## src/rtl/pcie_wr_pkg.sv

```systemverilog
package pcie_wr_pkg;
    typedef enum logic [2:0] {
        ST_IDLE,
        ST_DRAIN,
        ST_ISSUE,
        ST_WAIT_CPL,
        ST_RESP
    } brg_state_e;

    localparam logic [1:0] RESP_OKAY   = 2'b00;
    localparam logic [1:0] RESP_SLVERR = 2'b10;
endpackage

```

## src/rtl/pwb_decode.sv

```systemverilog
module pwb_decode #(
    parameter int          ADDR_W  = 32,
    parameter logic [31:0] IO_BASE = 32'h0000_1000,
    parameter logic [31:0] IO_LAST = 32'h0000_1FFF
) (
    input  logic [ADDR_W-1:0] addr,
    input  logic [3:0]        cache,
    output logic              io_hit,
    output logic              bufferable,
    output logic              refuse
);
    localparam logic [ADDR_W-1:0] LO = ADDR_W'(IO_BASE);
    localparam logic [ADDR_W-1:0] HI = ADDR_W'(IO_LAST);

    logic unused_cache;
    assign unused_cache = ^cache[3:1];

    always_comb begin
        io_hit     = (addr >= LO) && (addr <= HI);
        bufferable = cache[0];
        refuse     = io_hit && cache[0];
    end
endmodule

```

## src/rtl/pwb_post_fifo.sv

```systemverilog
module pwb_post_fifo #(
    parameter int WIDTH = 64,
    parameter int DEPTH = 4
) (
    input  logic             clk,
    input  logic             rst_n,
    input  logic             push,
    input  logic [WIDTH-1:0] din,
    input  logic             pop,
    output logic [WIDTH-1:0] dout,
    output logic             empty,
    output logic             full
);
    localparam int PTR_W = (DEPTH > 1) ? $clog2(DEPTH) : 1;
    localparam logic [PTR_W:0]   CNT_MAX  = (PTR_W+1)'(DEPTH);
    localparam logic [PTR_W-1:0] PTR_LAST = PTR_W'(DEPTH - 1);

    logic [WIDTH-1:0] slots [DEPTH];
    logic [PTR_W-1:0] wr_ptr, rd_ptr;
    logic [PTR_W:0]   count;

    assign empty = (count == '0);
    assign full  = (count == CNT_MAX);
    assign dout  = slots[rd_ptr];

    always_ff @(posedge clk) begin
        if (!rst_n) begin
            wr_ptr <= '0;
            rd_ptr <= '0;
            count  <= '0;
        end else begin
            if (push) begin
                slots[wr_ptr] <= din;
                wr_ptr <= (wr_ptr == PTR_LAST) ? '0 : wr_ptr + 1'b1;
            end
            if (pop) begin
                rd_ptr <= (rd_ptr == PTR_LAST) ? '0 : rd_ptr + 1'b1;
            end
            if (push && !pop)      count <= count + 1'b1;
            else if (pop && !push) count <= count - 1'b1;
        end
    end

    assert_no_overflow_R8: assert property (@(posedge clk) disable iff (!rst_n)
        push |-> (count != CNT_MAX || pop));
    assert_no_underflow_R8: assert property (@(posedge clk) disable iff (!rst_n)
        pop |-> count != '0);
endmodule

```

## src/rtl/pcie_wr_bridge.sv

```systemverilog
module pcie_wr_bridge
    import pcie_wr_pkg::*;
#(
    parameter int          ADDR_W  = 32,
    parameter int          DATA_W  = 32,
    parameter int          ID_W    = 4,
    parameter int          QDEPTH  = 4,
    parameter logic [31:0] IO_BASE = 32'h0000_1000,
    parameter logic [31:0] IO_LAST = 32'h0000_1FFF
) (
    input  logic              clk,
    input  logic              rst_n,
    input  logic              awvalid,
    output logic              awready,
    input  logic [ADDR_W-1:0] awaddr,
    input  logic [ID_W-1:0]   awid,
    input  logic [3:0]        awcache,
    input  logic              wvalid,
    output logic              wready,
    input  logic [DATA_W-1:0] wdata,
    output logic              bvalid,
    input  logic              bready,
    output logic [ID_W-1:0]   bid,
    output logic [1:0]        bresp,
    output logic              req_valid,
    input  logic              req_ready,
    output logic              req_is_io,
    output logic              req_np,
    output logic [ADDR_W-1:0] req_addr,
    output logic [DATA_W-1:0] req_data,
    input  logic              cpl_valid,
    input  logic              cpl_err
);
    localparam int ENT_W = ADDR_W + DATA_W;

    brg_state_e state, state_nx;

    logic              io_hit, bufferable, refuse;
    logic              accept, q_push, q_pop, q_empty, q_full;
    logic [ENT_W-1:0]  q_head;
    logic [ADDR_W-1:0] h_addr;
    logic [DATA_W-1:0] h_data;
    logic              h_io;
    logic [ID_W-1:0]   r_id;
    logic [1:0]        r_resp;

    pwb_decode #(.ADDR_W(ADDR_W), .IO_BASE(IO_BASE), .IO_LAST(IO_LAST)) u_dec (
        .addr(awaddr), .cache(awcache),
        .io_hit(io_hit), .bufferable(bufferable), .refuse(refuse)
    );

    pwb_post_fifo #(.WIDTH(ENT_W), .DEPTH(QDEPTH)) u_q (
        .clk(clk), .rst_n(rst_n),
        .push(q_push), .din({awaddr, wdata}),
        .pop(q_pop), .dout(q_head),
        .empty(q_empty), .full(q_full)
    );

    assign accept = (state == ST_IDLE) && !q_full && awvalid && wvalid;
    assign q_push = accept && bufferable && !io_hit;
    assign q_pop  = (state != ST_ISSUE) && !q_empty && req_ready;

    // next-state decision
    always_comb begin
        state_nx = state;
        unique case (state)
            ST_IDLE:     if (accept) state_nx = bufferable ? ST_RESP : ST_DRAIN;
            ST_DRAIN:    if (q_empty) state_nx = ST_ISSUE;
            ST_ISSUE:    if (req_ready) state_nx = ST_WAIT_CPL;
            ST_WAIT_CPL: if (cpl_valid) state_nx = ST_RESP;
            ST_RESP:     if (bready) state_nx = ST_IDLE;
            default:     state_nx = ST_IDLE;
        endcase
    end

    // state register and held-write context
    always_ff @(posedge clk) begin
        if (!rst_n) begin
            state  <= ST_IDLE;
            h_addr <= '0;
            h_data <= '0;
            h_io   <= 1'b0;
            r_id   <= '0;
            r_resp <= RESP_OKAY;
        end else begin
            state <= state_nx;
            if (accept) begin
                h_addr <= awaddr;
                h_data <= wdata;
                h_io   <= io_hit;
                r_id   <= awid;
                r_resp <= refuse ? RESP_SLVERR : RESP_OKAY;
            end
            if (state == ST_WAIT_CPL && cpl_valid)
                r_resp <= cpl_err ? RESP_SLVERR : RESP_OKAY;
        end
    end

    // outputs
    always_comb begin
        awready = (state == ST_IDLE) && !q_full;
        wready  = awready;
        bvalid  = (state == ST_RESP);
        bid     = r_id;
        bresp   = r_resp;
        if (state == ST_ISSUE) begin
            req_valid = 1'b1;
            req_addr  = h_addr;
            req_data  = h_data;
            req_is_io = h_io;
            req_np    = 1'b1;
        end else begin
            req_valid = !q_empty;
            req_addr  = q_head[ENT_W-1:DATA_W];
            req_data  = q_head[DATA_W-1:0];
            req_is_io = 1'b0;
            req_np    = 1'b0;
        end
    end

    // checker state: an I/O request is in flight until a completion returns
    logic io_out;
    always_ff @(posedge clk) begin
        if (!rst_n)                                  io_out <= 1'b0;
        else if (req_valid && req_ready && req_is_io) io_out <= 1'b1;
        else if (cpl_valid)                          io_out <= 1'b0;
    end

    assert_single_io_R7: assert property (@(posedge clk) disable iff (!rst_n)
        io_out |-> !(req_valid && req_is_io));
    assert_stall_io_R7: assert property (@(posedge clk) disable iff (!rst_n)
        io_out |-> !awready);
    assert_b_hold_R9: assert property (@(posedge clk) disable iff (!rst_n)
        (bvalid && !bready) |=> (bvalid && $stable(bid) && $stable(bresp)));
    assert_req_hold_R10: assert property (@(posedge clk) disable iff (!rst_n)
        (req_valid && !req_ready) |=> (req_valid && $stable(req_addr) && $stable(req_np)));
    assert_no_req_refused_R5: assert property (@(posedge clk) disable iff (!rst_n)
        (accept && refuse) |=> !(req_valid && req_np));
endmodule

```

## config.mk

```make
export PLATFORM = sky130hd
export DESIGN_NAME = pcie_wr_bridge
export DESIGN_NICKNAME = d
export VERILOG_FILES = /design/src/rtl/pcie_wr_pkg.sv /design/src/rtl/pwb_decode.sv /design/src/rtl/pwb_post_fifo.sv /design/src/rtl/pcie_wr_bridge.sv
export SDC_FILE = /design/constraint.sdc
export NUM_CORES = 1
export LEC_CHECK = 0
export BUFFER_PORTS_ARGS = -buffer_cell sky130_fd_sc_hd__buf_2
export CORE_MARGIN = 10
export CORE_UTILIZATION = 32
export CTS_BUF_LIST = sky130_fd_sc_hd__clkbuf_16
export CTS_CLUSTER_DIAMETER = 40
export DETAILED_ROUTE_END_ITERATION = 12
export PLACE_DENSITY = 0.61
export SYNTH_ARGS = -nofsm -noshare
export SYNTH_HDL_FRONTEND = slang
export SYNTH_SLANG_ARGS = --single-unit
export TNS_END_PERCENT = 5
```

## constraint.sdc

```tcl
create_clock -name clk -period 3.8 [get_ports clk]
set_input_delay 0.76 -clock clk [delete_from_list [all_inputs] [get_ports clk]]
set_output_delay 0.76 -clock clk [all_outputs]
set_load 0.02 [all_outputs]
```

==> reports/qor.yml <==
status: "completed"
ys_top_cells_by_area: "edfxtp_1 57%, dfxtp_1 12%, mux4_2 11%"
area_delta_synth_final_pct: 23.5
synth_edf_count: 256
synth_area_leader_cell: "edfxtp_1"
wire_per_inst_um: 19.2
synthCells: 937
drt-total-wl_mm: 32.4
max_slew.worst_pin.slew_ps: 1050
yosysSeqAreaShare_pct: 69.7
holdCritStartpoint: "wdata[14]"
p_leak_nw: 5.94
p_total_mw: 11.2
clock_path_buffers: 3
grt_max_degree: 71
io_pins: 156
drv_slew: 0
relSlewSlack_pct: 29.8
layout_min_cycle_time_ps: 3410
critPathMaxFanout: 21
finalHoldViolCount: 0
synth_common_cells: "336 x nand2_1, 256 x edfxtp_1, 82 x dfxtp_1, 70 x a21boi_0, 64 x mux4_2"
dominantRegCellSynth: "edfxtp_1"
crit_top_cell: "nand2_1"
powerDensity_mw_per_mm2: 675
min_period_over_period_pct: 89.8
vdd_drop_max_uv: 480
synth_top_area_share_pct: 57.4
dr_total_vias: 8003
cts_hold_buf: 0
start_kind: "flip-flop"
cts_root_buffer: "clkbuf_16"
r2r-start: "state[1]"
core_sq_mm: 0.0411
cts.reportedPaths.clkPinSlew_ps: 60
die_x_um: 225
cts.sinks: 338
crit-reg2reg-capture: "u_q.slots[1][10]"
grt_setup_unrepaired: "no"
crit_type: "flip-flop to output port"
initialDrtViolationCount: 528
dp_cells: 1586
grt_usage_pct: 13.0
fmax_mhz: 293
setup_tns_ps: 0
ys_warn_count: 0
yosysMostFrequentCell: "nand2_1"
portBuffers: 151
cts_tree: "yes"
worstSkewPairLatency_ps: 570
postCtsSetupRepairBufs: 0
die_y_um: 225
critPathCapture: "req_addr[31]"
gp_routability_congestion: 0.701
reg2reg_depth: 5
htree_levels: 2
end_kind: "output port"
drv_cap: 0
cp_data_arrival_time_ps: 2650
layout_setup_ws_ps: 390
rows: 74
startpoint: "state[1]"
drive_gt1_share_pct: 29.0
synth_nets: 1024
async_flop_share_pct: 0
hold_path_class: "primary input to flip-flop"
ant_nets: 0
synth_area_per_cell_sq_um: 14.3
start_util_pct: 32.6
avgViaCountPerCell: 4.76
hpwl_mm: 19.1
instances_no_fill: 1682
setup_viol: 0
rrSetupSlack_ps: 1150
required_ps: 3040
cts_resized: 0
grt_pass1_wl_mm: 50.7
slowest_stage: "dfxtp_1"
first_global_vias: 8538
dieArea_sq_mm: 0.0504
remaining_drc_errors: 0
globalRouteOverflowTotal: 0
fillCellCount: 3854
firstDrtPassIters: 5
pre_cts_slack_ps: 569
antenna_found_initial: 2
ys_ff_latch: 338
path_cells: "or3b_4 > inv_2 > buf_4 > nand2_1 > nand2_1 > buf_2"
max_stage_delay_ps: 530
clock-skew-final_ps: 18.6
n_antenna_cell: 0
cts_buffers: 52
nets: 1195
synth.distinct_cells: 42
whs_ps: 427
synth_area_sq_mm: 0.0134
stage by stage:
step	util (%)	cell area, sq um
after CTS	40.2	16500
after global placement	36.0	14800
after floorplan	-	13400
final	40.2	16500
after global routing	40.2	16500
after detailed placement	36.0	14800
final cells by class:
| class | count | area [sq um] | area share (%) |
|---|---|---|---|
| flip-flops and latches | 338 | 9340 | 56.5 |
| multi-input cells | 537 | 3780 | 22.9 |
| clock buffers | 56 | 1400 | 8.48 |
| repair buffers | 172 | 976 | 5.90 |
| well taps | 532 | 666 | 4.03 |
| clock inverters | 40 | 344 | 2.08 |
| inverters | 7 | 26.3 | 0.159 |
logic make-up after synthesis:
family	synth area share, %
buffers and inverters	2.32
AOI/OAI and AO/OA	4.54
adders and majority gates	0.710
other	0.0280
DFF	69.7
and+or+nand+nor	11.5
muxes	11.1
xor gates and xnor gates	0.131
placed cells by master (no fill, tap or decap), drive strengths merged:
| master | n |
|---|---|
| a211oi | 1 |
| a21boi | 70 |
| a21oi | 1 |
| a31oi | 3 |
| and2 | 6 |
| and3 | 8 |
| buf | 172 |
| bufinv | 3 |
| clkbuf | 56 |
| clkinv | 17 |
| clkinvlp | 2 |
| conb | 1 |
| dfxtp | 82 |
| edfxtp | 256 |
| fa | 1 |
| ha | 6 |
| inv | 25 |
| mux2i | 5 |
| mux4 | 64 |
| nand2 | 336 |
| nand2b | 3 |
| nand3 | 2 |
| nand4 | 1 |
| nand4b | 2 |
| nor2 | 5 |
| nor2b | 3 |
| nor3 | 2 |
| nor4 | 2 |
| nor4b | 1 |
| o2111ai | 1 |
| o211ai | 2 |
| o21ai | 3 |
| or3 | 2 |
| or3b | 2 |
| or4 | 2 |
| xnor2 | 1 |
| xor2 | 1 |
where the power goes:
group / internal [mW] / switching [mW] / leakage, nW
registers: 4.12 / 0.155 / 2.97
clock network: 2.91 / 1.77 / 0.879
logic: 0.905 / 1.31 / 2.08
total: 7.93 / 3.23 / 5.94
registers in the layout, indices dropped and copies added (netlist names), named ones only:
register	count
u_q.wr_ptr	2
u_q.rd_ptr	2
state	3
bid	4
h_addr	32
h_io	1
u_q.count	3
h_data	32
u_q.slots	256
bresp	1
critical path: cells and delay by family, from the launching register on:
kind                   cells  cell delay, ps
buffers and inverters      3             930
DFF                        1             530
and+or+nand+nor            3             610
per-layer routing:
layer / share of wire (%) / global-route usage [%] / wire length [um] / vias to the layer above
met4: 2.3 / 5.02 / 738 / 4
met1: 44 / 16.1 / 14100 / 4028
met3: 5.0 / 2.88 / 1630 / 53
met2: 49 / 21.8 / 15800 / 185
li1: - / - / - / 3733
met5: 0.083 / 0 / 27 / -
worst min-delay path by stage:
stage / slack, ps / cells past startpoint / endpoint
after global routing: 410 / 1 / u_q.slots[1][43]
after floorplan: 440 / 2 / h_io
after global placement: 450 / 2 / h_data[10]
final: 430 / 1 / u_q.slots[1][14]
after CTS: 390 / 1 / u_q.slots[1][14]
after detailed placement: 460 / 2 / h_data[0]
Power figures use the tool's default switching activity.
